<file path="src/rtl/aud_tx_pkg.sv">
`timescale 1ns/1ps
package aud_tx_pkg;
  localparam int REG_AW = 2;

  localparam logic [REG_AW-1:0] A_CTRL = 2'd0;
  localparam logic [REG_AW-1:0] A_CLR  = 2'd1;
  localparam logic [REG_AW-1:0] A_DATA = 2'd2;

  // control word bit positions
  localparam int B_RUN   = 0;
  localparam int B_DRAIN = 1;
  localparam int B_HALF  = 2;
  localparam int B_IEN   = 3;
  localparam int B_DLY   = 4;
  localparam int B_GATE  = 30;
  localparam int B_SRST  = 31;

  typedef enum logic [1:0] {
    ST_IDLE  = 2'd0,
    ST_RUN   = 2'd1,
    ST_DRAIN = 2'd2
  } tx_st_e;
endpackage

</file>
<file path="src/rtl/aud_tx_regs.sv">
`timescale 1ns/1ps
module aud_tx_regs import aud_tx_pkg::*; #(
  parameter int DATA_W = 32,
  parameter int DLY_W  = 5
) (
  input  logic              clk,
  input  logic              rst,
  input  logic              wr_en,
  input  logic [REG_AW-1:0] wr_addr,
  input  logic [DATA_W-1:0] wr_data,
  output logic              run_q,
  output logic              drain_q,
  output logic              half_q,
  output logic              ien_q,
  output logic [DLY_W-1:0]  dly_q,
  output logic              gate_q,
  output logic              srst_q,
  output logic              srst_hit,
  output logic              clr_uf,
  output logic              data_wr
);
  logic ctrl_wr;

  always_comb begin
    ctrl_wr  = wr_en && (wr_addr == A_CTRL);
    srst_hit = ctrl_wr && wr_data[B_SRST];
    clr_uf   = wr_en && (wr_addr == A_CLR) && wr_data[0];
    data_wr  = wr_en && (wr_addr == A_DATA);
  end

  always_ff @(posedge clk) begin
    if (rst) begin
      run_q   <= 1'b0;
      drain_q <= 1'b0;
      half_q  <= 1'b0;
      ien_q   <= 1'b0;
      dly_q   <= '0;
      gate_q  <= 1'b0;
      srst_q  <= 1'b0;
    end else if (srst_hit) begin
      run_q   <= 1'b0;
      drain_q <= 1'b0;
      half_q  <= 1'b0;
      ien_q   <= 1'b0;
      dly_q   <= '0;
      gate_q  <= 1'b1;
      srst_q  <= 1'b1;
    end else if (ctrl_wr) begin
      run_q   <= wr_data[B_RUN];
      drain_q <= wr_data[B_DRAIN];
      half_q  <= wr_data[B_HALF];
      ien_q   <= wr_data[B_IEN];
      dly_q   <= wr_data[B_DLY +: DLY_W];
      gate_q  <= wr_data[B_GATE];
      srst_q  <= 1'b0;
    end
  end
endmodule

</file>
<file path="src/rtl/aud_tx_fifo.sv">
`timescale 1ns/1ps
module aud_tx_fifo #(
  parameter int PAY_W = 24,
  parameter int DEPTH = 8,
  localparam int PTR_W = (DEPTH > 1) ? $clog2(DEPTH) : 1,
  localparam int CNT_W = $clog2(DEPTH + 1)
) (
  input  logic             clk,
  input  logic             rst,
  input  logic             hold,
  input  logic             push,
  input  logic [PAY_W-1:0] push_data,
  input  logic             pop,
  input  logic             zap,
  output logic [PAY_W-1:0] rd_data,
  output logic [CNT_W-1:0] level,
  output logic             empty,
  output logic             full,
  output logic             pushed
);
  logic [PAY_W-1:0] mem [DEPTH];
  logic [PTR_W-1:0] wp, rp;
  logic             do_pop;

  always_comb begin
    empty  = (level == '0);
    full   = (level == CNT_W'(DEPTH));
    pushed = push && !full && !hold;
    do_pop = pop && !empty && !hold;
  end

  // storage: no reset so it maps onto block RAM
  always_ff @(posedge clk) begin
    if (pushed) mem[wp] <= push_data;
  end

  always_ff @(posedge clk) begin
    if (rst)         rd_data <= '0;
    else if (do_pop) rd_data <= mem[rp];
    else if (zap)    rd_data <= '0;
  end

  always_ff @(posedge clk) begin
    if (rst) begin
      wp    <= '0;
      rp    <= '0;
      level <= '0;
    end else begin
      if (pushed) wp <= (wp == PTR_W'(DEPTH - 1)) ? '0 : wp + 1'b1;
      if (do_pop) rp <= (rp == PTR_W'(DEPTH - 1)) ? '0 : rp + 1'b1;
      case ({pushed, do_pop})
        2'b10:   level <= level + 1'b1;
        2'b01:   level <= level - 1'b1;
        default: level <= level;
      endcase
    end
  end
endmodule

</file>
<file path="src/rtl/aud_tx_pacer.sv">
`timescale 1ns/1ps
module aud_tx_pacer #(
  parameter int DLY_W = 5
) (
  input  logic             clk,
  input  logic             rst,
  input  logic             hold,
  input  logic [DLY_W-1:0] dly,
  input  logic             accepted,
  input  logic             allow,
  output logic             dma_req
);
  logic [DLY_W-1:0] cnt;

  always_ff @(posedge clk) begin
    if (rst)                cnt <= '0;
    else if (hold)          cnt <= cnt;
    else if (accepted)      cnt <= dly;
    else if (cnt != '0)     cnt <= cnt - 1'b1;
  end

  always_comb dma_req = allow && !hold && (cnt == '0);
endmodule

</file>
<file path="src/rtl/aud_tx_seq.sv">
`timescale 1ns/1ps
module aud_tx_seq import aud_tx_pkg::*; (
  input  logic clk,
  input  logic rst,
  input  logic hold,
  input  logic run,
  input  logic drain,
  input  logic ien,
  input  logic take,
  input  logic empty,
  input  logic clr_uf,
  output logic pop,
  output logic zap,
  output logic running,
  output logic enc_valid,
  output logic uf,
  output logic xe,
  output logic irq
);
  tx_st_e st;
  logic   active;

  always_comb begin
    active  = !hold && ((st == ST_RUN) || (st == ST_DRAIN));
    pop     = take && active && !empty;
    zap     = take && !hold && (st == ST_RUN) && empty;
    running = (st == ST_RUN);
  end

  always_ff @(posedge clk) begin
    if (rst) begin
      st        <= ST_IDLE;
      enc_valid <= 1'b0;
      uf        <= 1'b0;
      xe        <= 1'b0;
      irq       <= 1'b0;
    end else begin
      enc_valid <= pop || zap;
      irq       <= uf && ien;
      if (zap)         uf <= 1'b1;
      else if (clr_uf) uf <= 1'b0;
      if (!hold) begin
        case (st)
          ST_IDLE: if (run) begin
            st <= ST_RUN;
            xe <= 1'b0;
          end
          ST_RUN: if (!run) begin
            if (drain && !empty) st <= ST_DRAIN;
            else begin
              st <= ST_IDLE;
              xe <= drain;
            end
          end
          ST_DRAIN: if (run) st <= ST_RUN;
            else if (empty) begin
              st <= ST_IDLE;
              xe <= 1'b1;
            end
          default: st <= ST_IDLE;
        endcase
      end
    end
  end
endmodule

</file>
<file path="src/rtl/aud_tx_front.sv">
`timescale 1ns/1ps
module aud_tx_front import aud_tx_pkg::*; #(
  parameter int DATA_W = 32,
  parameter int PAY_W  = 24,
  parameter int DEPTH  = 8,
  parameter int DLY_W  = 5,
  localparam int HALF_W = DATA_W / 2,
  localparam int CNT_W  = $clog2(DEPTH + 1)
) (
  input  logic              clk,
  input  logic              rst,
  input  logic              wr_en,
  input  logic [REG_AW-1:0] wr_addr,
  input  logic [DATA_W-1:0] wr_data,
  input  logic              enc_take,
  output logic              dma_req,
  output logic              enc_valid,
  output logic [PAY_W-1:0]  enc_data,
  output logic              stat_underflow,
  output logic              stat_xfer_end,
  output logic              irq
);
  logic run_q, drain_q, half_q, irq_en_q, gate_q, srst_q;
  logic srst_hit, clr_uf, data_wr;
  logic [DLY_W-1:0] dly_q;
  logic blk_rst;
  logic [PAY_W-1:0] pay;
  logic [CNT_W-1:0] fifo_cnt;
  logic fifo_empty, fifo_full, fifo_pushed;
  logic pop, zap, running;

  aud_tx_regs #(.DATA_W(DATA_W), .DLY_W(DLY_W)) u_regs (
    .clk(clk), .rst(rst), .wr_en(wr_en), .wr_addr(wr_addr), .wr_data(wr_data),
    .run_q(run_q), .drain_q(drain_q), .half_q(half_q), .ien_q(irq_en_q),
    .dly_q(dly_q), .gate_q(gate_q), .srst_q(srst_q),
    .srst_hit(srst_hit), .clr_uf(clr_uf), .data_wr(data_wr)
  );

  always_comb begin
    blk_rst = rst || srst_q || srst_hit;
    if (half_q) pay = {wr_data[HALF_W-1:0], {(PAY_W-HALF_W){1'b0}}};
    else        pay = wr_data[DATA_W-1 -: PAY_W];
  end

  aud_tx_fifo #(.PAY_W(PAY_W), .DEPTH(DEPTH)) u_fifo (
    .clk(clk), .rst(blk_rst), .hold(gate_q), .push(data_wr), .push_data(pay),
    .pop(pop), .zap(zap), .rd_data(enc_data), .level(fifo_cnt),
    .empty(fifo_empty), .full(fifo_full), .pushed(fifo_pushed)
  );

  aud_tx_pacer #(.DLY_W(DLY_W)) u_pacer (
    .clk(clk), .rst(blk_rst), .hold(gate_q), .dly(dly_q),
    .accepted(fifo_pushed), .allow(running && !fifo_full), .dma_req(dma_req)
  );

  aud_tx_seq u_seq (
    .clk(clk), .rst(blk_rst), .hold(gate_q), .run(run_q), .drain(drain_q),
    .ien(irq_en_q), .take(enc_take), .empty(fifo_empty), .clr_uf(clr_uf),
    .pop(pop), .zap(zap), .running(running), .enc_valid(enc_valid),
    .uf(stat_underflow), .xe(stat_xfer_end), .irq(irq)
  );
endmodule

</file>
<file path="config.mk">
export PLATFORM = sky130hd
export DESIGN_NAME = aud_tx_front
export DESIGN_NICKNAME = d
export VERILOG_FILES = /design/src/rtl/aud_tx_pkg.sv /design/src/rtl/aud_tx_regs.sv /design/src/rtl/aud_tx_fifo.sv /design/src/rtl/aud_tx_pacer.sv /design/src/rtl/aud_tx_seq.sv /design/src/rtl/aud_tx_front.sv
export SDC_FILE = /design/constraint.sdc
export NUM_CORES = 1
export LEC_CHECK = 0
export ABC_AREA = 1
export ABC_CLOCK_PERIOD_IN_PS = 4100
export BUFFER_PORTS_ARGS = -buffer_cell sky130_fd_sc_hd__buf_2
export CAP_MARGIN = 20
export CORE_MARGIN = 3
export CORE_UTILIZATION = 30
export CTS_BUF_LIST = sky130_fd_sc_hd__clkbuf_2 sky130_fd_sc_hd__clkbuf_4 sky130_fd_sc_hd__clkbuf_8
export DETAILED_ROUTE_END_ITERATION = 6
export SLEW_MARGIN = 20
export SYNTH_ARGS = -nofsm -noshare
export SYNTH_HDL_FRONTEND = slang
export SYNTH_SLANG_ARGS = --single-unit
</file>
<file path="constraint.sdc">
create_clock -name clk -period 4.1 [get_ports clk]
set_input_delay 0.615 -clock clk [delete_from_list [all_inputs] [get_ports clk]]
set_output_delay 0.615 -clock clk [all_outputs]
set_load 0.01 [all_outputs]
</file>
==> results.md, run 1 <==
- Leakage: 5.35 nW
- Root Buffer Master: clkbuf_8
- Max Fclk: 359 MHz
- TritonCTS Buffers: 42
- Final hold violation count: 0
- Pwr dens: 463 nW/um^2
- CTS tree: done
- Total number of vias: 7791
- Maximum fanout count along the critical path: 29
- Reg clk slew, reported paths: 0.06 ns
- Most frequently used cell type in the post-synthesis netlist: nand2_1
- Final ANT Viol Nets: 0
- Number of post-CTS setup repair buffers: 0
- Worst path bufs/invs: 3
- Effective utilization at floorplan: 30.9%
- Number of hold buffers added after CTS: 0
- Combinational group share of total power: 12.9%
- Async SR Flop Fraction: 0%
- Setup tns final: 0 ns
- Final Setup Violations: 0
- Area taken by multi-input logic gates: 3210 um^2
- Maximum buffer depth of the clock tree: 3
- Number of iterations in the first detailed-routing pass: 5
- Minimum clock period after layout: 2.79 ns
- Internal Power: 4.36 mW
- Share of power burned in the clock network: 38.5%
- Detail-routed via count per cell: 4.53
- Overall power of the completed layout: 5.91 mW
- Buffers added on ports: 66
- Count of synthesis-stage warnings from yosys: 0
- Synthesized area per cell: 9.67 um^2
- Register bit total from synthesis: 251
- Setup repair after global routing missed its margin: no
- Final RePlAce weighted congestion: 0.752
- Seq/Total Area, Yosys: 62.3%
- Die X-Extent: 199 um
- HPWL after DPL: 14.8 mm
- Standard-cell rows: 69
- Mapped Cells: 1153
- Synth top cells by count: 239 x nand2_1, 198 x nand3_1, 192 x edfxtp_1
- Total Die Area: 39500 um^2
- H-tree depth reported by CTS: 2
- Number of antenna violations at the first check in global routing: 0
- Worst slew margin relative to its limit: 25.2%
- Number of flops mapped to enable cells by yosys: 192
- Critical path type: flip-flop to flip-flop
- Critical path's largest stage delay: 0.47 ns
- Leading post-synthesis cells by cell area: edfxtp_1 52%, dfxtp_1 11%, nand3_1 8.9%, nand2_1 8.0%, inv_1 6.3%
- Portion of synthesized cell area occupied by the leading cell type: 51.7%
- Fin nets: 1275
- Class of the worst hold path: primary input to flip-flop
- First-pass GRT wire length: 41.1 mm
- Die span in y: 199 um
- Worst skew pair latency: 0.55 ns
- Total global-route track usage: 13.3%
- Number of remaining DRC errors: 0
- Reg area: 6950 um^2
- Number of gates resized after CTS: 0
- Run status: finished clean
- Flip-flop cell with the highest count after synthesis: edfxtp_1
- GRT overflow: 0
- Arrival time reported for the critical path endpoint: 3.22 ns
- Layout fillers: 3574
- Net switching component of the power: 1.55 mW
- Pin count of the biggest net entering global routing: 97
- Area of the core: 36100 um^2
- Sw frac: 26.3%
- Crit path launch type: flip-flop
- Fraction of final layout cells with drive strength greater than 1: 17.0%
- Wire length per cell after detailed routing: 15.2 um
- Cell-by-cell listing of the critical path: inv_1 -> ha_1 -> nand2_2 -> nor2_8 -> ha_1 -> nand2_1 -> inv_1 -> nor2_1 -> ha_1 -> a21oi_1 -> xor2_1 -> nand2_1 -> nand3_1 -> inv_1
- CP required: 4.54 ns
- Synth unique cells: 35
- VDD IR max: 0.189 mV
- Synth-to-layout area growth: 14.6%
- Endpoint type of the worst setup path: flip-flop
- Vias in the first global route: 7620
- Top Ports: 67
- Cell type with the highest aggregate area in the netlist: edfxtp_1
- Total wire length: 26.2 mm
- Max-capacitance violation count: 0
- Count of routing violations after the opening detailed-route iteration: 525
- Maximum clock skew at final layout: 0.0188 ns
- Share of the cycle needed by the critical path after routing: 67.9%
- Final max-slew violation count: 0
- Number of nets produced by synthesis: 1205
- Flop pwr share: 48.6%
- Kind of cell with the highest combined delay on the critical path: adder cells
- Total standard cell area after synthesis: 11100 um^2
- Diodes inserted: 0
- Worst-Margin Slew: 1.12 ns
- Slowest cell on the critical path: nor2_8
- Clock sink count: 251
[sequential cells by signal (all words and copies together), names as in the netlist, 2 cells and up, named ones only]
register,count
u_fifo.rd_data,24
u_pacer.cnt,5
u_fifo.rp,3
u_fifo.level,4
u_fifo.mem,192
u_fifo.wp,3
u_regs.dly_q,5
u_seq.st,2
[power groups by stage]
stage / logic [mW] / registers [mW] / clock network [mW]
2_1_floorplan: 0.583 / 2.92 / 0
3_3_place_gp: 0.749 / 2.92 / 0
3_5_place_dp: 0.764 / 2.93 / 0
4_1_cts: 0.768 / 2.88 / 2.34
5_1_grt: 0.875 / 2.88 / 2.46
6_report: 0.762 / 2.88 / 2.28
[per-layer routing]
metal	wire (um)	vias up	track usage, %
li1	-	3890	-
met1	11500	3679	16.8
met2	12900	176	23.0
met3	1130	46	2.35
met4	616	0	4.69
met5	0	-	0
[logic make-up after synthesis]
logic type | Yosys count | share of synthesized area [%]
AOI/OAI and AO/OA | 60 | 2.81
and+or+nand+nor | 571 | 22.9
DFF | 251 | 62.3
xor gates and xnor gates | 4 | 0.314
muxes | 8 | 0.808
buffers and inverters | 245 | 9.23
adders and majority gates | 14 | 1.57
[final timing paths]
kind	from	slack, ns	endpoint	depth (start not counted)
worst min register to register	u_regs.ien_q	0.45	u_seq.irq	2
worst max register to register	u_seq.st[0]	1.31	u_fifo.level[2]	14
worst min-delay path	rst	0.28	u_regs.srst_q	2
worst max-delay path	u_seq.st[0]	1.31	u_fifo.level[2]	14
[layout by cell type, fill, tap and decap left out, types with 14 or more instances in the layout]
| cell | instances |
|---|---|
| nand2_1 | 239 |
| nand3_1 | 198 |
| edfxtp_1 | 192 |
| inv_1 | 187 |
| nor2_1 | 84 |
| buf_2 | 66 |
| dfxtp_1 | 57 |
| a21oi_1 | 51 |
| clkbuf_8 | 48 |
| or2_2 | 25 |
| clkbuf_4 | 16 |
| buf_4 | 15 |
| ha_1 | 14 |
[per-stage QoR]
| step | utilization (%) | instances | worst slack, ns | area (um^2) | hold WS, ns |
|---|---|---|---|---|---|
| floorplan | - | 1153 | 0.805 | 11100 | 0.415 |
| finish | 35.4 | 1718 | 1.31 | 12800 | 0.275 |
| global placement | 33.0 | 1640 | 1.43 | 11900 | 0.447 |
| detailed placement | 33.0 | 1640 | 1.35 | 11900 | 0.444 |
| global route | 35.4 | 1718 | 1.07 | 12800 | 0.246 |
| CTS | 35.4 | 1718 | 1.34 | 12800 | 0.234 |
[layout make-up]
type	count	area share, %
Clock buffer	64	6.11
Clock inverter	14	0.774
Inverter	190	5.58
Multi-Input combinational cell	657	25.1
Sequential cell	251	54.4
Tap cell	461	4.52
Timing Repair Buffer	81	3.47
(Power assumes the default switching activity.)
==> inputs of run 2 (changes only) <==
ABC_AREA = 0   (was 1)
ABC_CLOCK_PERIOD_IN_PS = 2300   (was 4100)
clock period = 2.3 ns   (was 4.1 ns; I/O delays follow)
==> run 2 against run 1 <==
Net effect:
- sequential power grew 75%
- critical path type unchanged
- design area shrank 4.6%
- utilization up 1.9 points
- flip-flop and latch count unchanged
- via count down 33%
- non-clock buffer count is 20 higher
- clock skew up 0.0031 ns
- die area is 9.9% lower
- wire length is 18% lower
- critical path depth decreased by 4
- combinational power up 7.9%
- critical endpoint unchanged
- first-iteration DRC count shrank 46%
==> results.md, run 2 <==
- Run status: finished clean
- Fraction of final layout cells with drive strength greater than 1: 41.8%
- Hold path cells: 2
- Class of the worst hold path: primary input to flip-flop
- Fin nets: 727
- Highest metal layer with signal wires: met4
- Top register by number of flip-flops: u_fifo.mem
- Biggest regs: u_fifo.mem (192), u_fifo.rd_data (24)
- Leakage: 4.10 nW
- Cell-by-cell listing of the critical path: or4_4 -> nand3_4 -> inv_1 -> ha_4 -> xor2_2 -> ha_2 -> a21oi_2 -> xor2_1 -> or3_1 -> a21oi_1
- Minimum clock period after layout: 2.24 ns
- Flip-flop cell with the highest count after synthesis: edfxtp_1
- Slowest cell on the critical path: or4_4
- Number of nets produced by synthesis: 613
- Mapped Cells: 561
- CTS tree: done
- Synth unique cells: 46
- Endpoint type of the worst setup path: flip-flop
- Worst-Margin Slew: 0.644 ns
- Most frequently used cell type in the post-synthesis netlist: edfxtp_1
- Die span in y: 189 um
- Clock sink count: 251
- Cell type with the highest aggregate area in the netlist: edfxtp_1
- Number of hold buffers added after CTS: 0
- Area of the core: 32700 um^2
- VDD IR max: 0.444 mV
- Pwr dens: 811 nW/um^2
- Final ANT Viol Nets: 0
- Synthesized area per cell: 17.8 um^2
- Number of flops mapped to enable cells by yosys: 192
- Portion of synthesized cell area occupied by the leading cell type: 57.6%
- Leading cell type in the layout, fill and taps excluded: edfxtp_1
- H-tree depth reported by CTS: 2
- Setup repair after global routing missed its margin: yes
- Total number of vias: 5257
- Crit path launch type: flip-flop
- Synth top cells by count: 192 x edfxtp_1, 59 x dfxtp_1, 48 x mux4_2
- Maximum fanout count along the critical path: 3
- Detail-routed via count per cell: 4.57
- Buffers added on ports: 66
- Number of antenna violations at the first check in global routing: 0
- Final max-slew violation count: 0
- Share of the cycle needed by the critical path after routing: 97.2%
- Leading post-synthesis cells by cell area: edfxtp_1 58%, dfxtp_1 12%, mux4_2 11%, mux2_2 4.6%, a22o_1 2.1%
- Number of flip-flops in the largest register: 192
- Met2 Wirelength: 10.5 mm
- Max-capacitance violation count: 0
- Vias in the first global route: 5599
- Maximum buffer depth of the clock tree: 3
- Met3 WL post-DR: 1.00 mm
- Count of routing violations after the opening detailed-route iteration: 281
- Final Setup Violations: 0
- Layout Utilization: 37.3%
- Total global-route track usage: 12.1%
- CP required: 2.77 ns
- Reg2reg path depth: 10
- GRT overflow: 0
- Number of iterations in the first detailed-routing pass: 4
- Total standard cell area after synthesis: 10000 um^2
- Die X-Extent: 189 um
- Async SR Flop Fraction: 0%
- Final RePlAce weighted congestion: 0.741
- Total Die Area: 35600 um^2
- Arrival time reported for the critical path endpoint: 2.70 ns
- Diodes inserted: 0
- TritonCTS Buffers: 41
- Standard-cell rows: 66
- Pin count of the biggest net entering global routing: 49
- Setup tns final: 0 ns
- Count of synthesis-stage warnings from yosys: 0
- HPWL after DPL: 12.6 mm
- Reg clk slew, reported paths: 0.06 ns
- Register bit total from synthesis: 251
- Worst skew pair latency: 0.54 ns
- Commonest cells after routing, fill and taps aside: 192 x edfxtp_1, 66 x buf_2, 53 x dfxtp_1
- Maximum clock skew at final layout: 0.0220 ns
- Max Fclk: 447 MHz
- Critical path's largest stage delay: 0.53 ns
- Effective utilization at floorplan: 30.6%
- Synth-to-layout area growth: 21.9%
- Total wire length: 21.3 mm
- Worst slew margin relative to its limit: 57.0%
- Wire length per cell after detailed routing: 18.6 um
- Metal1 wirelength: 9.53 mm
- First-pass GRT wire length: 32.9 mm
- Seq/Total Area, Yosys: 69.5%
- Top Ports: 67
- Number of remaining DRC errors: 0
- Root Buffer Master: clkbuf_8
- Critical path type: flip-flop to flip-flop
- Final hold violation count: 0
-- run 2: per-stage QoR --
step / hold slack, ns / total power [mW] / instances / area, um^2 / setup slack (ns)
floorplan: 0.417 / 5.63 / 561 / 10100 / -0.235
global placement: 0.455 / 5.88 / 1068 / 11200 / 0.0219
detailed placement: 0.461 / 5.88 / 1068 / 11200 / -0.0280
CTS: 0.0154 / 10.0 / 1145 / 12100 / 0.00897
global route: 0.0464 / 10.4 / 1150 / 12200 / -0.0595
finish: 0.0581 / 9.89 / 1150 / 12200 / 0.0641
-- run 2: final timing paths --
kind	start	end	slack, ns
setup / recovery	u_fifo.level[0]	u_fifo.level[2]	0.06
hold / removal	rst	u_regs.gate_q	0.06
setup reg to reg	u_fifo.level[0]	u_fifo.level[2]	0.06
hold reg to reg	u_fifo.rd_data[17]	u_fifo.rd_data[17]	0.47
-- run 2: repair_timing --
action	4_1_cts	5_1_grt
gates resized for setup	1	8
pin swaps	0	7
setup endpoints to repair	1	3
buffers inserted	1	5
-- run 2: power breakdown --
group	switching [mW]	internal, mW	total [mW]
combinational	0.430	0.392	0.822
clock	1.71	2.31	4.03
sequential	0.0712	4.97	5.04
-- run 2: cells by family (layout without fill, tap and decap cells) --
family | Yosys count | after routing | synth area share [%]
XOR/XNOR | 5 | 5 | 0.438
buffers and inverters | 37 | 184 | 1.95
AO/OA/AOI/OAI | 59 | 59 | 4.15
multiplexers | 100 | 100 | 16.5
adder cells (fa/ha/maj) | 14 | 14 | 1.75
flip-flops | 251 | 251 | 69.5
AND/OR/NAND/NOR | 95 | 95 | 5.73
-- run 2: critical path, delay by kind of cell, from the launching register on --
| kind | cells | cell delay (ns) |
|---|---|---|
| and+or+nand+nor | 3 | 0.92 |
| DFF | 1 | 0.34 |
| AOI/OAI and AO/OA | 2 | 0.23 |
| xor gates and xnor gates | 2 | 0.23 |
| buffers and inverters | 1 | 0.07 |
| adders and majority gates | 2 | 0.37 |
-- run 2: layout make-up --
class / instances / area [um^2]
flip-flops and latches: 251 / 6960
inverters: 7 / 26.3
fillers: 3070 / 20500
repair buffers: 101 / 747
well taps: 442 / 553
clock inverters: 12 / 114
multi-input cells: 273 / 3040
clock buffers: 64 / 749
-- run 2: per-layer routing --
metal  GRT usage, %  vias up
met5              0        -
met4           3.84        0
met3           2.57       28
met2           20.2      108
met1           15.8     2662
li1               -     2459
